File: src/rtl/booth_pkg.sv
package booth_pkg;
  typedef enum logic [1:0] {
    DIG_NONE = 2'd0,
    DIG_ADD  = 2'd1,
    DIG_SUB  = 2'd2
  } booth_dig_e;
endpackage

File: src/rtl/booth_run_count.sv
module booth_run_count #(
  parameter int W = 8,
  localparam int CW = $clog2(W + 1)
) (
  input  logic [W-1:0]  opnd,
  output logic [CW-1:0] runs
);
  // A run of ones starts at bit i when bit i is set and bit i-1 (0 below LSB) is clear.
  logic [W-1:0] starts;

  for (genvar i = 0; i < W; i++) begin : g_start
    if (i == 0) begin : g_lsb
      assign starts[i] = opnd[0];
    end else begin : g_upper
      assign starts[i] = opnd[i] & ~opnd[i-1];
    end
  end

  always_comb begin
    runs = '0;
    for (int k = 0; k < W; k++) begin
      runs = runs + CW'(starts[k]);
    end
  end
endmodule

File: src/rtl/booth_recode.sv
module booth_recode
  import booth_pkg::*;
(
  input  logic       cur_bit,
  input  logic       prev_bit,
  output booth_dig_e dig
);
  always_comb begin
    unique case ({cur_bit, prev_bit})
      2'b10:   dig = DIG_SUB;
      2'b01:   dig = DIG_ADD;
      default: dig = DIG_NONE;
    endcase
  end
endmodule

File: src/rtl/booth_addsub.sv
module booth_addsub
  import booth_pkg::*;
#(
  parameter int W = 8
) (
  input  logic [W:0]   acc,
  input  logic [W-1:0] mcand,
  input  booth_dig_e   dig,
  output logic [W:0]   sum
);
  logic [W:0] mc_ext;
  logic [W:0] operand;
  logic       cin;

  assign mc_ext = {mcand[W-1], mcand};

  always_comb begin
    unique case (dig)
      DIG_SUB: begin
        operand = ~mc_ext;
        cin     = 1'b1;
      end
      DIG_ADD: begin
        operand = mc_ext;
        cin     = 1'b0;
      end
      default: begin
        operand = '0;
        cin     = 1'b0;
      end
    endcase
  end

  assign sum = acc + operand + (W+1)'(cin);
endmodule

File: src/rtl/booth_seq_mul.sv
module booth_seq_mul
  import booth_pkg::*;
#(
  parameter int W = 8,
  localparam int CW = $clog2(W + 1)
) (
  input  logic            clk,
  input  logic            rst_n,
  input  logic            start,
  input  logic            pick_en,
  input  logic [W-1:0]    op_a,
  input  logic [W-1:0]    op_b,
  output logic            busy,
  output logic            done,
  output logic [2*W-1:0]  product,
  output logic [CW-1:0]   op_count
);
  localparam int SW = (W > 1) ? $clog2(W) : 1;

  // Reset: asserted asynchronously, released on the clock.
  logic [1:0] rst_sync_q;
  logic       rst_q;

  always_ff @(posedge clk or negedge rst_n) begin
    if (!rst_n) rst_sync_q <= 2'b00;
    else        rst_sync_q <= {rst_sync_q[0], 1'b1};
  end
  assign rst_q = rst_sync_q[1];

  // State
  logic            busy_q, busy_d;
  logic            done_q, done_d;
  logic [SW-1:0]   step_q, step_d;
  logic [W:0]      acc_q, acc_d;
  logic [W-1:0]    mplr_q, mplr_d;
  logic            qm1_q, qm1_d;
  logic [W-1:0]    mcand_q, mcand_d;
  logic [CW-1:0]   ops_q, ops_d;
  logic [2*W-1:0]  prod_q, prod_d;
  logic [CW-1:0]   cnt_q, cnt_d;

  // Operand choice
  logic [CW-1:0] runs_a, runs_b;
  logic          swap;
  logic          accept;

  booth_run_count #(.W(W)) i_runs_a (.opnd(op_a), .runs(runs_a));
  booth_run_count #(.W(W)) i_runs_b (.opnd(op_b), .runs(runs_b));

  assign swap   = pick_en && (runs_a < runs_b);
  assign accept = start && !busy_q;

  // One Booth step
  booth_dig_e dig;
  logic [W:0] sum;

  booth_recode i_recode (.cur_bit(mplr_q[0]), .prev_bit(qm1_q), .dig(dig));

  booth_addsub #(.W(W)) i_addsub (
    .acc(acc_q), .mcand(mcand_q), .dig(dig), .sum(sum)
  );

  always_comb begin
    busy_d  = busy_q;
    done_d  = 1'b0;
    step_d  = step_q;
    acc_d   = acc_q;
    mplr_d  = mplr_q;
    qm1_d   = qm1_q;
    mcand_d = mcand_q;
    ops_d   = ops_q;
    prod_d  = prod_q;
    cnt_d   = cnt_q;
    if (accept) begin
      busy_d  = 1'b1;
      step_d  = '0;
      acc_d   = '0;
      qm1_d   = 1'b0;
      ops_d   = '0;
      mplr_d  = swap ? op_a : op_b;
      mcand_d = swap ? op_b : op_a;
    end else if (busy_q) begin
      acc_d  = {sum[W], sum[W:1]};
      mplr_d = {sum[0], mplr_q[W-1:1]};
      qm1_d  = mplr_q[0];
      ops_d  = ops_q + CW'(dig != DIG_NONE);
      step_d = step_q + 1'b1;
      if (step_q == SW'(W - 1)) begin
        busy_d = 1'b0;
        done_d = 1'b1;
        prod_d = {acc_d[W-1:0], mplr_d};
        cnt_d  = ops_d;
      end
    end
  end

  always_ff @(posedge clk or negedge rst_q) begin
    if (!rst_q) begin
      busy_q  <= 1'b0;
      done_q  <= 1'b0;
      step_q  <= '0;
      acc_q   <= '0;
      mplr_q  <= '0;
      qm1_q   <= 1'b0;
      mcand_q <= '0;
      ops_q   <= '0;
      prod_q  <= '0;
      cnt_q   <= '0;
    end else begin
      busy_q  <= busy_d;
      done_q  <= done_d;
      step_q  <= step_d;
      acc_q   <= acc_d;
      mplr_q  <= mplr_d;
      qm1_q   <= qm1_d;
      mcand_q <= mcand_d;
      ops_q   <= ops_d;
      prod_q  <= prod_d;
      cnt_q   <= cnt_d;
    end
  end

  assign busy     = busy_q;
  assign done     = done_q;
  assign product  = prod_q;
  assign op_count = cnt_q;

  // Checks
  assert_done_pulse_R2: assert property (@(posedge clk) disable iff (!rst_q)
    done_q |=> !done_q);

  assert_done_on_fall_R2: assert property (@(posedge clk) disable iff (!rst_q)
    $fell(busy_q) |-> done_q);

  assert_done_idle_R2: assert property (@(posedge clk) disable iff (!rst_q)
    done_q |-> !busy_q);

  assert_ops_bound_R5: assert property (@(posedge clk) disable iff (!rst_q)
    busy_q |-> (int'(ops_q) <= int'(step_q)));

  assert_hold_idle_R9: assert property (@(posedge clk) disable iff (!rst_q)
    !busy_q |=> ($stable(prod_q) && $stable(cnt_q)));

  assert_default_order_R7: assert property (@(posedge clk) disable iff (!rst_q)
    (accept && !pick_en) |=> (mplr_q == $past(op_b) && mcand_q == $past(op_a)));

  assert_busy_ignores_start_R3: assert property (@(posedge clk) disable iff (!rst_q)
    (busy_q && step_q != SW'(W - 1)) |=> (busy_q && $stable(mcand_q)));
endmodule

File: config.mk
export PLATFORM = sky130hd
export DESIGN_NAME = booth_seq_mul
export DESIGN_NICKNAME = d
export VERILOG_FILES = /design/src/rtl/booth_pkg.sv /design/src/rtl/booth_run_count.sv /design/src/rtl/booth_recode.sv /design/src/rtl/booth_addsub.sv /design/src/rtl/booth_seq_mul.sv
export SDC_FILE = /design/constraint.sdc
export NUM_CORES = 1
export LEC_CHECK = 0
export BUFFER_PORTS_ARGS = -buffer_cell sky130_fd_sc_hd__buf_2
export CAP_MARGIN = 20
export CORE_UTILIZATION = 30
export DETAILED_ROUTE_END_ITERATION = 12
export GPL_ROUTABILITY_DRIVEN = 0
export PLACE_DENSITY = 0.55
export SYNTH_ARGS = -nofsm -noshare
export SYNTH_HDL_FRONTEND = slang
export SYNTH_SLANG_ARGS = --single-unit
File: constraint.sdc
create_clock -name clk -period 3.2 [get_ports clk]
set_clock_uncertainty 0.2 [all_clocks]
set_input_delay 0.64 -clock clk [delete_from_list [all_inputs] [get_ports clk]]
set_output_delay 0.64 -clock clk [all_outputs]
set_load 0.03 [all_outputs]
==> results.json, run 1 <==
{
  "outcome": "complete, but fails checks",
  "violations": "negative setup slack",
  "maxCapViolCount": 0,
  "place_ws_ns": -1.275,
  "rsz0062_at_grt": "true",
  "cts_buffers": 5,
  "fmax_ghz": 0.2562,
  "grt_pass1_vias": 2434,
  "dpl_cell_area_um2": 3679,
  "synth_ff_type": "dfrtp_1",
  "seq_area_frac_synth": 0.4365,
  "nNetsFinal": 408,
  "async_reset_ff_frac": 1.000,
  "antenna_found_initial": 0,
  "cp_max_fo": 8,
  "path_clk_slew_ns": 0.12,
  "overflow": 0,
  "portBuffers": 41,
  "holdWs_ns": 0.05873,
  "ys_top_cells_by_area": "dfrtp_1, ha_1, fa_1",
  "insertion_delay_ns": 0.32,
  "required_ns": 3.19,
  "ys_warn_count": 0,
  "synth_common_cells": "dfrtp_1, nand2_1, o21ai_1",
  "drtIter0Drc": 122,
  "fill_cells": 1050,
  "die_w_um": 105.5,
  "syn_area_per_cell_um2": 10.96,
  "core_um2": 10370,
  "netlist_instances": 293,
  "crit_type": "input port to register",
  "dr.pass1.iters": 4,
  "grt_max_degree": 32,
  "via_count": 2259,
  "diodes": 0,
  "drive_gt1_frac": 0.2953,
  "drc": 0,
  "synth.distinct_cells": 48,
  "grtUsageTotal": 0.1331,
  "num_rows": 37,
  "hold_viol": 0,
  "grt_pass1_wl_mm": 11.88,
  "finish.utilization": 0.3778,
  "cts_sinks": 56,
  "ys_ff_latch": 56,
  "r2r_start": "mplr_q[0]$_DFFE_PN0P_",
  "final_area_um2": 3918,
  "die_h_um": 105.5,
  "cts_tree": "built",
  "setup_violations": 16,
  "fin_crit_ns": 3.904,
  "ff2ff_setup_slack_ns": 0.37,
  "area_growth_pct": 22.02,
  "via_per_inst": 4.564,
  "io_pins": 42,
  "cp_slowest_cell": "fa_1",
  "start_kind": "input port",
  "synth_enable_flop_cells": 0,
  "routed_wl_mm": 6.501,
  "wl_per_cell_um": 13.13,
  "timing.final.ws_setup_ns": -0.7037,
  "endpoint_kind": "register",
  "clk_path_buf_depth": 2,
  "worstPathCellList": "buf_6 -> nand2b_4 -> fa_1 -> inv_2 -> fa_1 -> fa_2 -> fa_2 -> xor2_1 -> ha_1 -> or2_1 -> a21oi_2 -> a21oi_4 -> buf_12 -> mux2i_2 -> o21ai_1",
  "power_density_nw_per_um2": 963.8,
  "yosys.area.top_type": "dfrtp_1",
  "period_share": 1.220,
  "synth_top_area_frac": 0.4365,
  "hp-class": "register to asynchronous set/reset pin",
  "root_buffer": "clkbuf_8",
  "synthesis.area_um2": 3211,
  "cp.arrival_ns": 3.89,
  "ant_nets": 0,
  "slew_viol_final": 0,
  "die_area_um2": 11120,
  "crit_path_start": "op_a[1]",
  "power_leakage_nw": 1.858,
  "relSlewSlack": 0.6407,
  "ir_worst_vdd_mv": 0.3290,
  "yosys.cell_count.top_type": "dfrtp_1",
  "tightest_slew_ns": 0.5390,
  "initial_core_util": 0.3096,
  "max_stage_delay_ns": 0.51,
  "hpwl_mm": 5.031,
  "cts_htree_levels": 2
}
## logic make-up (layout without fill, tap and decap cells)
family,count (synthesis),after routing,share of synthesized area
flip-flops,56,56,0.4365
buffers and inverters,27,92,0.04637
AO/OA/AOI/OAI,67,67,0.1356
adder cells (fa/ha/maj),30,30,0.1403
multiplexers,32,32,0.1056
other,2,3,0.002339
XOR/XNOR,9,9,0.02455
AND/OR/NAND/NOR,70,70,0.1087
## layout make-up
| cell class | count | area (µm²) | area share |
|---|---|---|---|
| Multi-Input combinational cell | 211 | 1738 | 0.4436 |
| Sequential cell | 56 | 1403 | 0.3580 |
| Timing Repair Buffer | 67 | 445.4 | 0.1137 |
| Clock buffer | 5 | 68.82 | 0.01757 |
| Tap cell | 136 | 170.2 | 0.04344 |
| Clock inverter | 3 | 28.78 | 0.007346 |
| Inverter | 17 | 63.81 | 0.01629 |
## cell usage in the layout, fill, tap and decap left out, drive strengths merged
master / instances
a211oi: 2
a21o: 1
a21oi: 7
a22o: 9
a22oi: 6
a2bb2oi: 1
a31oi: 1
buf: 65
clkbuf: 6
conb: 3
dfrtp: 56
dlygate4sd3: 1
fa: 10
ha: 20
inv: 20
mux2: 15
mux2i: 17
nand2: 34
nand2b: 8
nand3: 3
nand3b: 1
nor2: 9
nor2b: 11
nor3: 2
nor3b: 1
o211ai: 2
o21a: 1
o21ai: 35
o22ai: 1
o31ai: 1
or2: 1
xnor2: 7
xor2: 2
## final timing paths
check | endpoint | cells past startpoint
min in group clk | rst_sync_q[1]$_DFF_PN0_ | 0
hold reg to reg | product[3]$_DFFE_PN0P_ | 0
setup reg to reg | product[13]$_DFFE_PN0P_ | 11
max in group asynchronous | mplr_q[5]$_DFFE_PN0P_ | 1
setup / recovery | mcand_q[1]$_DFFE_PN0P_ | 15
hold / removal | product[3]$_DFFE_PN0P_ | 0
## worst max-delay path, delay by kind of cell
family / cells / cell delay (ns)
fa+ha+maj: 5 / 1.94
simple gates: 2 / 0.35
compound gates: 3 / 0.33
buf+inv: 3 / 0.29
mux: 1 / 0.19
xor+xnor: 1 / 0.15
## per-stage QoR
step	TNS [ns]	instances	power (mW)
global placement	-18.41	482	3.234
finish	-10.82	495	3.776
global route	-13.39	495	4.133
CTS	-10.54	495	3.820
detailed placement	-19.50	482	3.276
floorplan	-11.90	294	2.823
## layer usage
metal	part of all wire	track usage	vias up
met5	0	0	-
met4	0.011	0.03320	0
met3	0.035	0.02474	4
met2	0.47	0.2171	40
met1	0.49	0.1815	1072
li1	-	-	1143
## repair_timing
action,4_1_cts,5_1_grt
hold buffers,1,0
gates cloned,1,0
pin swaps,1,0
hold endpoints to repair,2,0
gates resized for setup,9,7
setup endpoints to repair,16,16
buffers inserted,3,0
## registers in the layout (all words and copies together) (netlist names), 2 cells and up
name        flops
step_q          3
mplr_q          8
op_count        4
mcand_q         8
ops_q           4
rst_sync_q      2
acc_q           8
product        16
## power breakdown
group | internal, mW | switching [mW]
Combinational | 0.937 | 1.17
Clock | 0.166 | 0.260
Sequential | 1.04 | 0.199
No activity file was read; power rests on OpenSTA's default activity.
==> run 2: changes to the inputs <==
--- a/config.mk
+++ b/config.mk
@@ -5,6 +5,7 @@
 export SDC_FILE = /design/constraint.sdc
 export NUM_CORES = 1
 export LEC_CHECK = 0
+export ABC_AREA = 1
 export BUFFER_PORTS_ARGS = -buffer_cell sky130_fd_sc_hd__buf_2
 export CAP_MARGIN = 20
 export CORE_UTILIZATION = 30
==> results.json, run 2 <==
{
  "layout_commonest_cell": "nand2_1",
  "violations": "negative setup slack",
  "via_per_inst": 4.543,
  "cp_max_fo": 7,
  "insertion_delay_ns": 0.32,
  "overflow": 0,
  "required_ns": 3.20,
  "cts_htree_levels": 2,
  "root_buffer": "clkbuf_8",
  "regArea_um2": 1403,
  "cts_sinks": 56,
  "portBuffers": 41,
  "r2r_start": "mplr_q[0]$_DFFE_PN0P_",
  "timing.final.ws_setup_ns": -0.3947,
  "hpwl_mm": 5.562,
  "synth_common_cells": "nand2_1, dfrtp_1, inv_1, o21ai_0, nor2_1",
  "comb_power_share": 0.586,
  "synth-xor-area-share": 0.01870,
  "fin_setup_tns_ns": -6.135,
  "async_reset_ff_frac": 1.000,
  "synth_enable_flop_cells": 0,
  "tightest_slew_ns": 0.6391,
  "seq_power_share": 0.314,
  "synth_ff_type": "dfrtp_1",
  "hold_viol": 0,
  "drc": 0,
  "die_h_um": 106.6,
  "finalPower_mw": 4.106,
  "grt_pass1_wl_mm": 13.25,
  "crit_type": "input port to register",
  "cts_buffers": 5,
  "switching_share": 0.4803,
  "yosys.area.top_type": "dfrtp_1",
  "place_ws_ns": -0.8662,
  "r2r_cells": 11,
  "syn_area_per_cell_um2": 8.409,
  "final_cell_mix": "nand2_1, dfrtp_1, buf_2",
  "power_leakage_nw": 2.108,
  "yosys.cell_count.top_type": "nand2_1",
  "muxShareOfSynthArea": 0,
  "cp_slowest_cell": "fa_1",
  "dr.pass1.iters": 4,
  "synthesis.area_um2": 3279,
  "ys_top_cells_by_area": "dfrtp_1, nand2_1, ha_1",
  "routed_wl_mm": 7.517,
  "maxCapViolCount": 0,
  "ys_ff_latch": 56,
  "nNetsFinal": 513,
  "grt_max_degree": 30,
  "fill_cells": 1059,
  "ir_worst_vdd_mv": 0.4445,
  "worstPathCellList": "buf_8 -> clkinv_8 -> nand2_4 -> fa_1 -> inv_2 -> fa_1 -> fa_2 -> fa_2 -> xor2_1 -> ha_2 -> nand2_2 -> inv_4 -> nand2_8 -> nand2_8 -> inv_8 -> nor2_2 -> o21ai_2",
  "cts_tree": "built",
  "synth_simple_gate_area_frac": 0.2072,
  "fin_crit_ns": 3.595,
  "multi_input_area_um2": 1843,
  "timing.rr.end": "acc_q[5]$_DFFE_PN0P_",
  "rsz0062_at_grt": "true",
  "via_count": 2726,
  "synth.distinct_cells": 32,
  "io_pins": 42,
  "switchingPower_mw": 1.972,
  "fmax_ghz": 0.2782,
  "ant_nets": 0,
  "fin_cells": 600,
  "seq_area_frac_synth": 0.4273,
  "max_stage_delay_ns": 0.51,
  "clk_path_buf_depth": 2,
  "endpoint_kind": "register",
  "drive_gt1_frac": 0.3168,
  "relSlewSlack": 0.5740,
  "antenna_found_initial": 0,
  "crit_path_start": "op_a[3]",
  "crit_family": "adder cells",
  "synth-compound-area-share": 0.1248,
  "die_area_um2": 11350,
  "core_um2": 10460,
  "start_kind": "input port",
  "power_density_nw_per_um2": 964.8,
  "synth_top_area_frac": 0.4273,
  "area_growth_pct": 29.76,
  "dp_cells": 579,
  "synth_top_family_by_area": "simple AND/OR/NAND/NOR gates",
  "finish.utilization": 0.4067,
  "wl_per_cell_um": 12.53,
  "cp.arrival_ns": 3.60,
  "internal-power_mw": 2.134,
  "critPathBufInv": 5,
  "netlist_instances": 390,
  "slew_viol_final": 0,
  "clockPowerShare": 0.100,
  "ff2ff_setup_slack_ns": 0.69,
  "initial_core_util": 0.3134,
  "die_w_um": 106.6,
  "diodes": 0,
  "grt_pass1_vias": 2875,
  "drtIter0Drc": 100,
  "grtUsageTotal": 0.1457,
  "largest_reg_flops": 16,
  "ys_warn_count": 0,
  "outcome": "complete, but fails checks",
  "setup_violations": 16,
  "period_share": 1.123,
  "synth-adder-area-share": 0.1374,
  "hp-class": "register to asynchronous set/reset pin",
  "num_rows": 37,
  "path_clk_slew_ns": 0.10
}
==> run 2: worst max path at each step <==
stage	to	slack [ns]	depth (start not counted)
2_1_floorplan	mplr_q[3]$_DFFE_PN0P_	-0.55	17
3_3_place_gp	mcand_q[6]$_DFFE_PN0P_	-0.82	17
3_5_place_dp	mcand_q[5]$_DFFE_PN0P_	-0.87	17
4_1_cts	mplr_q[2]$_DFFE_PN0P_	-0.42	17
5_1_grt	mplr_q[2]$_DFFE_PN0P_	-0.49	17
6_report	mplr_q[1]$_DFFE_PN0P_	-0.39	17
==> run 2: layer usage <==
layer,vias up,share of wire,track usage
met4,0,0.016,0.04207
met3,10,0.025,0.02085
met2,44,0.49,0.2481
li1,1399,-,-
met1,1273,0.47,0.1915
met5,-,0,0
==> run 2: layout make-up <==
class                      instances  share of cell area
inverter                          45             0.04940
clock buffer                       6             0.01941
tap                              136             0.03999
clock inverter                     2            0.003528
sequential                        56              0.3296
timing repair buffer              75              0.1223
multi-input combinational        279              0.4331
timing repair inverter             1            0.002646
==> run 2: timing repair <==
item	in CTS	in global routing
resized for setup	53	11
setup endpoints to repair	16	16
gates cloned	3	0
buffers inserted	5	4
hold buffers	1	0
pin swaps	26	4
endpoints found under the hold margin	2	0
==> run 2: worst register-to-register path, cell delays in order (launching register included) <==
cell	delay, ns
dfrtp_1	0.41
inv_1	0.08
ha_1	0.29
a21oi_1	0.13
fa_1	0.38
inv_1	0.09
fa_1	0.22
nand3_1	0.11
a21oi_1	0.21
o21ai_0	0.13
nand3_1	0.09
nand2_1	0.06
==> run 2: cells by family (layout without fill, tap and decap cells) <==
family                     count (synthesis)  after routing
and+or+nand+nor                          162            164
AOI/OAI and AO/OA                         75             75
DFF                                       56             56
other                                      2              3
adders and majority gates                 30             30
xor gates and xnor gates                   7              7
buffers and inverters                     58            129
==> run 2: power by group through the flow <==
stage | Sequential (mW) | Clock [mW] | Combinational, mW
5_1_grt | 1.34 | 0.447 | 2.73
4_1_cts | 1.29 | 0.417 | 2.39
3_5_place_dp | 1.31 | 0 | 2.17
6_report | 1.29 | 0.412 | 2.40
2_1_floorplan | 1.47 | 0 | 1.49
3_3_place_gp | 1.30 | 0 | 2.13
==> run 2: per-stage QoR <==
stage	hold WS, ns	area [µm²]
after floorplan	0.1312	3362
after global placement	0.1035	3826
after detailed placement	0.1100	3826
after CTS	0.1186	4189
after global routing	0.1630	4255
final	0.08516	4255
==> run 3: changes to the inputs <==
--- a/config.mk
+++ b/config.mk
@@ -5,10 +5,10 @@
 export SDC_FILE = /design/constraint.sdc
 export NUM_CORES = 1
 export LEC_CHECK = 0
-export ABC_AREA = 1
 export BUFFER_PORTS_ARGS = -buffer_cell sky130_fd_sc_hd__buf_2
 export CAP_MARGIN = 20
 export CORE_UTILIZATION = 30
+export CTS_BUF_LIST = sky130_fd_sc_hd__clkbuf_2
 export DETAILED_ROUTE_END_ITERATION = 12
 export GPL_ROUTABILITY_DRIVEN = 0
 export PLACE_DENSITY = 0.55
==> results.json, run 3 (synthesized netlist as in run 1, its figures left out) <==
{
  "clk_path_buf_depth": 2,
  "layout_commonest_cell": "dfrtp_1",
  "largest_reg_flops": 16,
  "grt_pass1_vias": 2453,
  "setup_violations": 16,
  "cp.arrival_ns": 3.91,
  "cts_tree": "built",
  "overflow": 0,
  "power_leakage_nw": 1.837,
  "cp_slowest_cell": "fa_1",
  "via_per_inst": 4.580,
  "cts_buffers": 5,
  "required_ns": 3.35,
  "start_kind": "input port",
  "endpoint_kind": "register",
  "outcome": "complete, but fails checks",
  "timing.rr.end": "product[13]$_DFFE_PN0P_",
  "final_area_um2": 3881,
  "regArea_um2": 1403,
  "relSlewSlack": 0.6392,
  "antenna_found_initial": 0,
  "core_um2": 10370,
  "maxCapViolCount": 0,
  "fmax_ghz": 0.2664,
  "cts_htree_levels": 2,
  "ant_nets": 0,
  "ff2ff_setup_slack_ns": 0.33,
  "hold_viol": 0,
  "multi_input_area_um2": 1745,
  "die_area_um2": 11120,
  "endpoint": "mcand_q[1]$_DFFE_PN0P_",
  "die_h_um": 105.5,
  "max_stage_delay_ns": 0.51,
  "fill_cells": 1057,
  "routed_wl_mm": 6.552,
  "hpwl_mm": 5.031,
  "fin_cells": 495,
  "fin_crit_ns": 3.754,
  "finish.utilization": 0.3743,
  "r2r_start": "mplr_q[0]$_DFFE_PN0P_",
  "crit_type": "input port to register",
  "grt_max_degree": 32,
  "final_cell_mix": "dfrtp_1, buf_2, nand2_1",
  "path_clk_slew_ns": 0.34,
  "insertion_delay_ns": 0.48,
  "io_pins": 42,
  "cts_sinks": 56,
  "drive_gt1_frac": 0.3008,
  "finalPower_mw": 3.678,
  "wl_per_cell_um": 13.24,
  "nNetsFinal": 408,
  "portBuffers": 41,
  "ir_worst_vdd_mv": 0.2950,
  "die_w_um": 105.5,
  "dpl_cell_area_um2": 3679,
  "timing.final.ws_setup_ns": -0.5544,
  "dr.pass1.iters": 4,
  "hp-class": "register to asynchronous set/reset pin",
  "drtIter0Drc": 129,
  "period_share": 1.173,
  "grtUsageTotal": 0.1335,
  "slew_viol_final": 0,
  "tightest_slew_ns": 0.5411,
  "root_buffer": "clkbuf_2",
  "grt_pass1_wl_mm": 11.94,
  "area_growth_pct": 20.89,
  "holdWs_ns": 0.06152,
  "worstPathCellList": "buf_6 -> nand2b_4 -> fa_1 -> inv_2 -> fa_1 -> fa_2 -> fa_2 -> xor2_1 -> ha_1 -> or2_1 -> a21oi_2 -> a21oi_4 -> buf_12 -> mux2i_2 -> o21ai_1",
  "cp_max_fo": 8,
  "diodes": 0,
  "power_density_nw_per_um2": 947.8,
  "dp_cells": 482,
  "drc": 0,
  "rsz0062_at_grt": "true",
  "via_count": 2267,
  "place_ws_ns": -1.275,
  "r2r_cells": 11,
  "num_rows": 37,
  "violations": "negative setup slack",
  "crit_path_start": "op_a[1]",
  "initial_core_util": 0.3096,
  "fin_setup_tns_ns": -8.022
}
run 3: power breakdown:
part	total, mW	internal (mW)	switching, mW
clock	0.318	0.0671	0.251
combinational	2.13	0.944	1.18
sequential	1.23	1.04	0.198
total	3.68	2.05	1.63
run 3: cell type report:
type	count	share of cell area
Sequential cell	56	0.3614
Clock buffer	5	0.006447
Multi-Input combinational cell	211	0.4497
Tap cell	136	0.04384
Timing Repair Buffer	67	0.1148
Inverter	17	0.01644
Clock inverter	3	0.007415
run 3: repair_timing:
item	in CTS	in global routing
pin swaps	1	0
endpoints found under the setup margin	16	16
setup buffers	3	0
endpoints found under the hold margin	2	0
gates cloned	1	0
hold buffers	1	0
resized for setup	10	8
run 3: worst min-delay path by stage:
stage / slack [ns] / start / end
5_1_grt: 0.13 / rst_sync_q[1]$_DFF_PN0_ / product[4]$_DFFE_PN0P_
3_5_place_dp: 0.08 / rst_sync_q[1]$_DFF_PN0_ / product[3]$_DFFE_PN0P_
2_1_floorplan: 0.13 / rst_sync_q[0]$_DFF_PN0_ / rst_sync_q[1]$_DFF_PN0_
3_3_place_gp: 0.07 / rst_sync_q[1]$_DFF_PN0_ / product[4]$_DFFE_PN0P_
4_1_cts: 0.09 / rst_sync_q[1]$_DFF_PN0_ / product[3]$_DFFE_PN0P_
6_report: 0.06 / rst_sync_q[1]$_DFF_PN0_ / product[3]$_DFFE_PN0P_
run 3: worst max-delay path: cells and delay by family:
kind | cells | cell delay (ns)
adders and majority gates | 5 | 1.94
and+or+nand+nor | 2 | 0.35
AOI/OAI and AO/OA | 3 | 0.33
buffers and inverters | 3 | 0.29
muxes | 1 | 0.20
xor gates and xnor gates | 1 | 0.15
run 3: metal layers:
| layer | part of all wire | wire length, µm | track usage |
|---|---|---|---|
| met1 | 0.49 | 3208 | 0.1819 |
| met2 | 0.46 | 3040 | 0.2195 |
| met3 | 0.033 | 216 | 0.02103 |
| met4 | 0.013 | 86 | 0.03622 |
| met5 | 0 | 0 | 0 |
